===== src/rtl/keyed_sysctl_pkg.sv =====
package keyed_sysctl_pkg;

  localparam int unsigned DATA_W  = 32;
  localparam int unsigned HALF_W  = 16;
  localparam int unsigned GRP_W   = 3;
  localparam int unsigned GRP_LSB = 8;
  localparam int unsigned RST_BIT = 2;
  localparam int unsigned END_BIT = 15;

  localparam logic [HALF_W-1:0] UNLOCK_VAL = 16'h05FA;
  localparam logic [HALF_W-1:0] READ_SIG   = 16'hFA05;

  typedef struct packed {
    logic             accept;
    logic [GRP_W-1:0] grp;
    logic             rst_cmd;
    logic             dbg_cmd;
  } wr_cmd_t;

  function automatic logic key_matches(input logic [DATA_W-1:0] w);
    return w[DATA_W-1 -: HALF_W] == UNLOCK_VAL;
  endfunction

  function automatic logic [GRP_W-1:0] grp_of(input logic [DATA_W-1:0] w);
    return w[GRP_LSB +: GRP_W];
  endfunction

  function automatic logic dbg_bits_set(input logic [DATA_W-1:0] w);
    return w[1] | w[0];
  endfunction

  function automatic logic [DATA_W-1:0] pack_read(input logic be,
                                                  input logic [GRP_W-1:0] g);
    return {READ_SIG, be, 4'b0000, g, 8'h00};
  endfunction

endpackage


===== src/rtl/keyed_sysctl_decode.sv =====
module keyed_sysctl_decode
  import keyed_sysctl_pkg::*;
#(
  parameter int unsigned ADDR_W   = 8,
  parameter logic [ADDR_W-1:0] REG_ADDR = 8'h0C
) (
  input  logic              clk,
  input  logic              rst_n,
  input  logic [ADDR_W-1:0] bus_addr,
  input  logic              bus_we,
  input  logic [DATA_W-1:0] bus_wdata,
  input  logic              bus_re,
  output wr_cmd_t           wr_cmd,
  output logic              wr_refused,
  output logic              rd_hit,
  output logic              rd_miss
);

  logic addr_hit;

  assign addr_hit   = bus_addr == REG_ADDR;
  assign rd_hit     = bus_re & addr_hit;
  assign rd_miss    = bus_re & ~addr_hit;
  assign wr_refused = bus_we & addr_hit & ~key_matches(bus_wdata);

  always_comb begin
    wr_cmd.accept  = bus_we & addr_hit & key_matches(bus_wdata);
    wr_cmd.grp     = grp_of(bus_wdata);
    wr_cmd.rst_cmd = bus_wdata[RST_BIT];
    wr_cmd.dbg_cmd = dbg_bits_set(bus_wdata);
  end


  refuse_excl_chk: assert property (@(posedge clk) disable iff (!rst_n)
    wr_refused |-> !wr_cmd.accept);

endmodule


===== src/rtl/keyed_sysctl_state.sv =====
module keyed_sysctl_state
  import keyed_sysctl_pkg::*;
(
  input  logic             clk,
  input  logic             rst_n,
  input  wr_cmd_t          wr_cmd,
  input  logic             wr_refused,
  output logic [GRP_W-1:0] grp_q,
  output logic             rst_req_q,
  output logic             dbg_err_q
);

  logic rst_set_ev;
  logic dbg_set_ev;

  assign rst_set_ev = wr_cmd.accept & wr_cmd.rst_cmd;
  assign dbg_set_ev = wr_cmd.accept & wr_cmd.dbg_cmd;

  always_ff @(posedge clk or negedge rst_n) begin
    if (!rst_n) begin
      grp_q     <= '0;
      rst_req_q <= 1'b0;
      dbg_err_q <= 1'b0;
    end else begin
      if (wr_cmd.accept) grp_q <= wr_cmd.grp;
      if (rst_set_ev)    rst_req_q <= 1'b1;
      if (dbg_set_ev)    dbg_err_q <= 1'b1;
    end
  end


  refused_grp_chk: assert property (@(posedge clk) disable iff (!rst_n)
    !wr_cmd.accept |=> $stable(grp_q));


  refused_req_chk: assert property (@(posedge clk) disable iff (!rst_n)
    (wr_refused && !rst_req_q) |=> !rst_req_q);


  grp_load_chk: assert property (@(posedge clk) disable iff (!rst_n)
    wr_cmd.accept |=> grp_q == $past(wr_cmd.grp));


  req_raise_chk: assert property (@(posedge clk) disable iff (!rst_n)
    rst_set_ev |=> rst_req_q);


  req_sticky_chk: assert property (@(posedge clk) disable iff (!rst_n)
    rst_req_q |=> rst_req_q);


  dbg_raise_chk: assert property (@(posedge clk) disable iff (!rst_n)
    dbg_set_ev |=> dbg_err_q);


  dbg_sticky_chk: assert property (@(posedge clk) disable iff (!rst_n)
    dbg_err_q |=> dbg_err_q);

endmodule


===== src/rtl/keyed_sysctl_readback.sv =====
module keyed_sysctl_readback
  import keyed_sysctl_pkg::*;
#(
  parameter bit BIG_ENDIAN = 1'b0
) (
  input  logic              clk,
  input  logic              rst_n,
  input  logic              rd_hit,
  input  logic              rd_miss,
  input  logic [GRP_W-1:0]  grp_q,
  output logic [DATA_W-1:0] rdata_q
);

  always_ff @(posedge clk or negedge rst_n) begin
    if (!rst_n)       rdata_q <= '0;
    else if (rd_hit)  rdata_q <= pack_read(BIG_ENDIAN, grp_q);
    else if (rd_miss) rdata_q <= '0;
  end


  sig_chk: assert property (@(posedge clk) disable iff (!rst_n)
    rd_hit |=> rdata_q[31:16] == READ_SIG);


  endian_chk: assert property (@(posedge clk) disable iff (!rst_n)
    rd_hit |=> rdata_q[END_BIT] == BIG_ENDIAN);


  reserved_zero_chk: assert property (@(posedge clk) disable iff (!rst_n)
    rdata_q[14:11] == 4'b0000 && rdata_q[7:0] == 8'h00);


  hold_chk: assert property (@(posedge clk) disable iff (!rst_n)
    !(rd_hit || rd_miss) |=> $stable(rdata_q));

endmodule


===== src/rtl/keyed_sysctl_reg.sv =====
module keyed_sysctl_reg
  import keyed_sysctl_pkg::*;
#(
  parameter int unsigned       ADDR_W     = 8,
  parameter logic [ADDR_W-1:0] REG_ADDR   = 8'h0C,
  parameter bit                BIG_ENDIAN = 1'b0
) (
  input  logic              clk,
  input  logic              rst_n,
  input  logic [ADDR_W-1:0] bus_addr,
  input  logic              bus_we,
  input  logic [31:0]       bus_wdata,
  input  logic              bus_re,
  output logic [31:0]       bus_rdata,
  output logic [2:0]        grp_field,
  output logic              sys_reset_req,
  output logic              dbg_misuse_err
);

  wr_cmd_t          wr_cmd;
  logic             wr_refused;
  logic             rd_hit;
  logic             rd_miss;
  logic [GRP_W-1:0] grp_q;

  keyed_sysctl_decode #(
    .ADDR_W   (ADDR_W),
    .REG_ADDR (REG_ADDR)
  ) decode_i (
    .clk        (clk),
    .rst_n      (rst_n),
    .bus_addr   (bus_addr),
    .bus_we     (bus_we),
    .bus_wdata  (bus_wdata),
    .bus_re     (bus_re),
    .wr_cmd     (wr_cmd),
    .wr_refused (wr_refused),
    .rd_hit     (rd_hit),
    .rd_miss    (rd_miss)
  );

  keyed_sysctl_state state_i (
    .clk        (clk),
    .rst_n      (rst_n),
    .wr_cmd     (wr_cmd),
    .wr_refused (wr_refused),
    .grp_q      (grp_q),
    .rst_req_q  (sys_reset_req),
    .dbg_err_q  (dbg_misuse_err)
  );

  keyed_sysctl_readback #(
    .BIG_ENDIAN (BIG_ENDIAN)
  ) readback_i (
    .clk     (clk),
    .rst_n   (rst_n),
    .rd_hit  (rd_hit),
    .rd_miss (rd_miss),
    .grp_q   (grp_q),
    .rdata_q (bus_rdata)
  );

  assign grp_field = grp_q;


  foreign_write_chk: assert property (@(posedge clk) disable iff (!rst_n)
    (bus_we && bus_addr != REG_ADDR) |=> $stable(grp_field));

endmodule


===== config.mk =====
export PLATFORM = sky130hd
export DESIGN_NAME = keyed_sysctl_reg
export DESIGN_NICKNAME = d
export VERILOG_FILES = /design/src/rtl/keyed_sysctl_pkg.sv /design/src/rtl/keyed_sysctl_decode.sv /design/src/rtl/keyed_sysctl_state.sv /design/src/rtl/keyed_sysctl_readback.sv /design/src/rtl/keyed_sysctl_reg.sv
export SDC_FILE = /design/constraint.sdc
export NUM_CORES = 1
export LEC_CHECK = 0
export ABC_AREA = 1
export ABC_CLOCK_PERIOD_IN_PS = 800
export BUFFER_PORTS_ARGS = -buffer_cell sky130_fd_sc_hd__buf_2
export CORE_MARGIN = 3
export CORE_UTILIZATION = 30
export DETAILED_ROUTE_END_ITERATION = 8
export GPL_ROUTABILITY_DRIVEN = 0
export GPL_TIMING_DRIVEN = 0
export PLACE_DENSITY = 0.75
export SLEW_MARGIN = 25
export SYNTH_ARGS = -nofsm -noshare
export SYNTH_HDL_FRONTEND = slang
export SYNTH_SLANG_ARGS = --single-unit

===== constraint.sdc =====
create_clock -name clk -period 0.8 [get_ports clk]
set_input_delay 0.04 -clock clk [delete_from_list [all_inputs] [get_ports clk]]
set_output_delay 0.04 -clock clk [all_outputs]
set_load 0.02 [all_outputs]

==> results.ini <==
[clocking]
htreeDepth=1
cts_buffers=3
cts_tree=yes
clk_latency_ns=0.26
root_buffer=clkbuf_4
cts.clk_slew.worst_paths_ns=0.06
clock_sinks=9
cts_buffer_depth=2

[yosys]
synth_commonest_cells=buf_4 (28), nand2_1 (24), inv_1 (18)
avgSynthCellArea_um2=7.08
synth_top_area_share_pct=31.2
syn_area_um2=722
async_flop_share_pct=100
synthTopCellsByArea=dfrtp_1 (31%), buf_4 (29%), nand2_1 (12%)
synth_area_leader_cell=dfrtp_1
yosysWarnings=0
ys_types=13
yosysSeqAreaShare_pct=31.2
syn_inst=102
yosysMostFrequentCell=buf_4
synthFlopType=dfrtp_1
synth-edff-count=0
ys_ff_latch=9

[layout]
insertedDiodeCount=0
finalNetCount=228
design_area_um2=1260
drive_above_1_share_pct=53.0
stdcell_count=211
fin_util_pct=55.7
area_delta_synth_final_pct=74.0

[power_and_ir_drop]
combPwrFrac_pct=27.5
internal_power_mw=0.795
p_sw_mw=0.313
p_seq_share_pct=41.1
power_mw=1.11
clkPwrFrac_pct=31.3
p_per_area_nw_per_um2=882
p_leak_nw=0.784
switching_share_pct=28.3
irDropWorstVdd_mv=0.645

[sta]
finalCritPeriodShare_pct=130
slew_viol_final=0
setup_viol=16
worst_slack_ns=-0.239
final.setup.tns_ns=-1.93
fmax_ghz=0.963
rsz0062_at_grt=true
finalHoldViolCount=0
clock_skew_ns=0.00478
period_minus_slack_ns=1.04

[critical_path]
cp_max_fo=9
setup.worst_path.class=reg -> out
cp.required_ns=0.76
crit_arrival_ns=1.00
worstSetupStartpointType=register
cp-end-kind=output port

[grt]
grt_util_all_layers_pct=12.2
grt_max_degree=10
grt_pass1_wl_um=2660
grt_pass1_vias=699
gr-total-overflow=0
antenna_found_initial=0

[floorplan]
io_pins=81
dieArea_um2=3030
dieWidth_um=55.1
die_h_um=55.1
row_count=17
start_util_pct=32.0
core_area_um2=2250

[outcome]
violations=negative setup slack
status=finished, violations left

[routing]
vias=769
drc=0
routed_via_density=3.64
dr.pass1.iters=4
totalWireLength_um=1740
drtIter0Drc=9
wl_per_cell_um=8.24
ant_nets=0

[hold_path]
hold_class=in -> reg

[job]
max-cap-violations=0

[place]
dpl.hpwl_um=1400
dpl_cell_area_um2=1080
portBuffers=49
post-place-cells=199

path summary, 6_finish.rpt:
kind	startpoint	endpoint	slack [ns]	cells after the start
worst max-delay path	readback_i.rdata_q[30]	bus_rdata[30]	-0.24	2
worst min-delay path	bus_wdata[2]	state_i.rst_req_q	0.02	3
worst max register to register	state_i.grp_q[0]	readback_i.rdata_q[8]	0.03	3
worst min register to register	readback_i.rdata_q[10]	readback_i.rdata_q[10]	0.54	2
max in group asynchronous	rst_n	readback_i.rdata_q[30]	0.43	2
min in group asynchronous	rst_n	readback_i.rdata_q[10]	0.16	2
flip-flops by register name, indices dropped and copies added, names as in the netlist:
| signal | count |
|---|---|
| readback_i.rdata_q | 4 |
| state_i.grp_q | 3 |
| state_i.dbg_err_q | 1 |
| state_i.rst_req_q | 1 |
power groups by stage:
stage | clock, mW | sequential (mW) | combinational [mW]
finish | 0.347 | 0.456 | 0.305
floorplan | 0 | 0.464 | 0.205
global placement | 0 | 0.464 | 0.292
CTS | 0.371 | 0.455 | 0.301
global route | 0.402 | 0.455 | 0.342
detailed placement | 0 | 0.464 | 0.296
worst max-delay path, cell delays in order (launching register included):
cell	delay (ns)
dfrtp_2	0.45
buf_4	0.15
buf_4	0.15
kinds of logic (layout without fill, tap and decap cells):
group	Yosys count	after routing	share of synthesized area, %
AO/OA/AOI/OAI	3	3	2.08
buffers and inverters	46	107	38.5
flip-flops	9	9	31.2
other	1	21	0.519
AND/OR/NAND/NOR	43	43	27.7
area by class of cell:
cell class	instances	area, µm²
inverter	18	67.6
timing repair buffer	57	390
buffer	28	210
multi-input combinational	67	300
sequential	9	226
tap	28	35.0
clock buffer	4	26.3
fill	237	998
routing by layer:
metal  part of all wire [%]  global-route usage, %  wire (µm)  up-vias
li1                       -                      -          -      414
met1                     37                   13.4        646      309
met2                     48                   21.7        838       46
met3                     15                   3.22        254        0
met4                      0                   6.07          0        0
met5                      0                      0          0        -
repair_timing:
action,CTS,global route
endpoints found under the hold margin,9,0
setup endpoints to repair,16,19
resized for setup,27,6
hold buffers,1,0
setup buffers,7,0
layout by cell type (no fill, tap or decap):
master | synthesis | routed
nand2_1 | 24 | 23
dfrtp_1 | 9 | 8
or2_2 | 1 | 1
inv_1 | 18 | 18
clkbuf_1 | 0 | 1
nand3b_1 | 1 | 1
nor2_4 | 2 | 2
dlygate4sd3_1 | 0 | 1
nand2_2 | 2 | 3
nor2_1 | 5 | 5
buf_2 | 0 | 34
conb_1 | 1 | 21
nor2_2 | 2 | 2
clkbuf_4 | 0 | 3
dfrtp_2 | 0 | 1
buf_6 | 0 | 12
nand3_1 | 6 | 6
o21ai_1 | 0 | 2
o21ai_2 | 0 | 1
buf_4 | 28 | 38
stage by stage:
stage / hold WS, ns / setup slack [ns]
after floorplan: -0.256 / 0.0212
after global placement: -0.103 / -0.0782
after detailed placement: -0.0976 / -0.0883
after CTS: 0.00566 / -0.254
after global routing: 0.0203 / -0.286
final: 0.0180 / -0.239
Power figures use the tool's default switching activity.
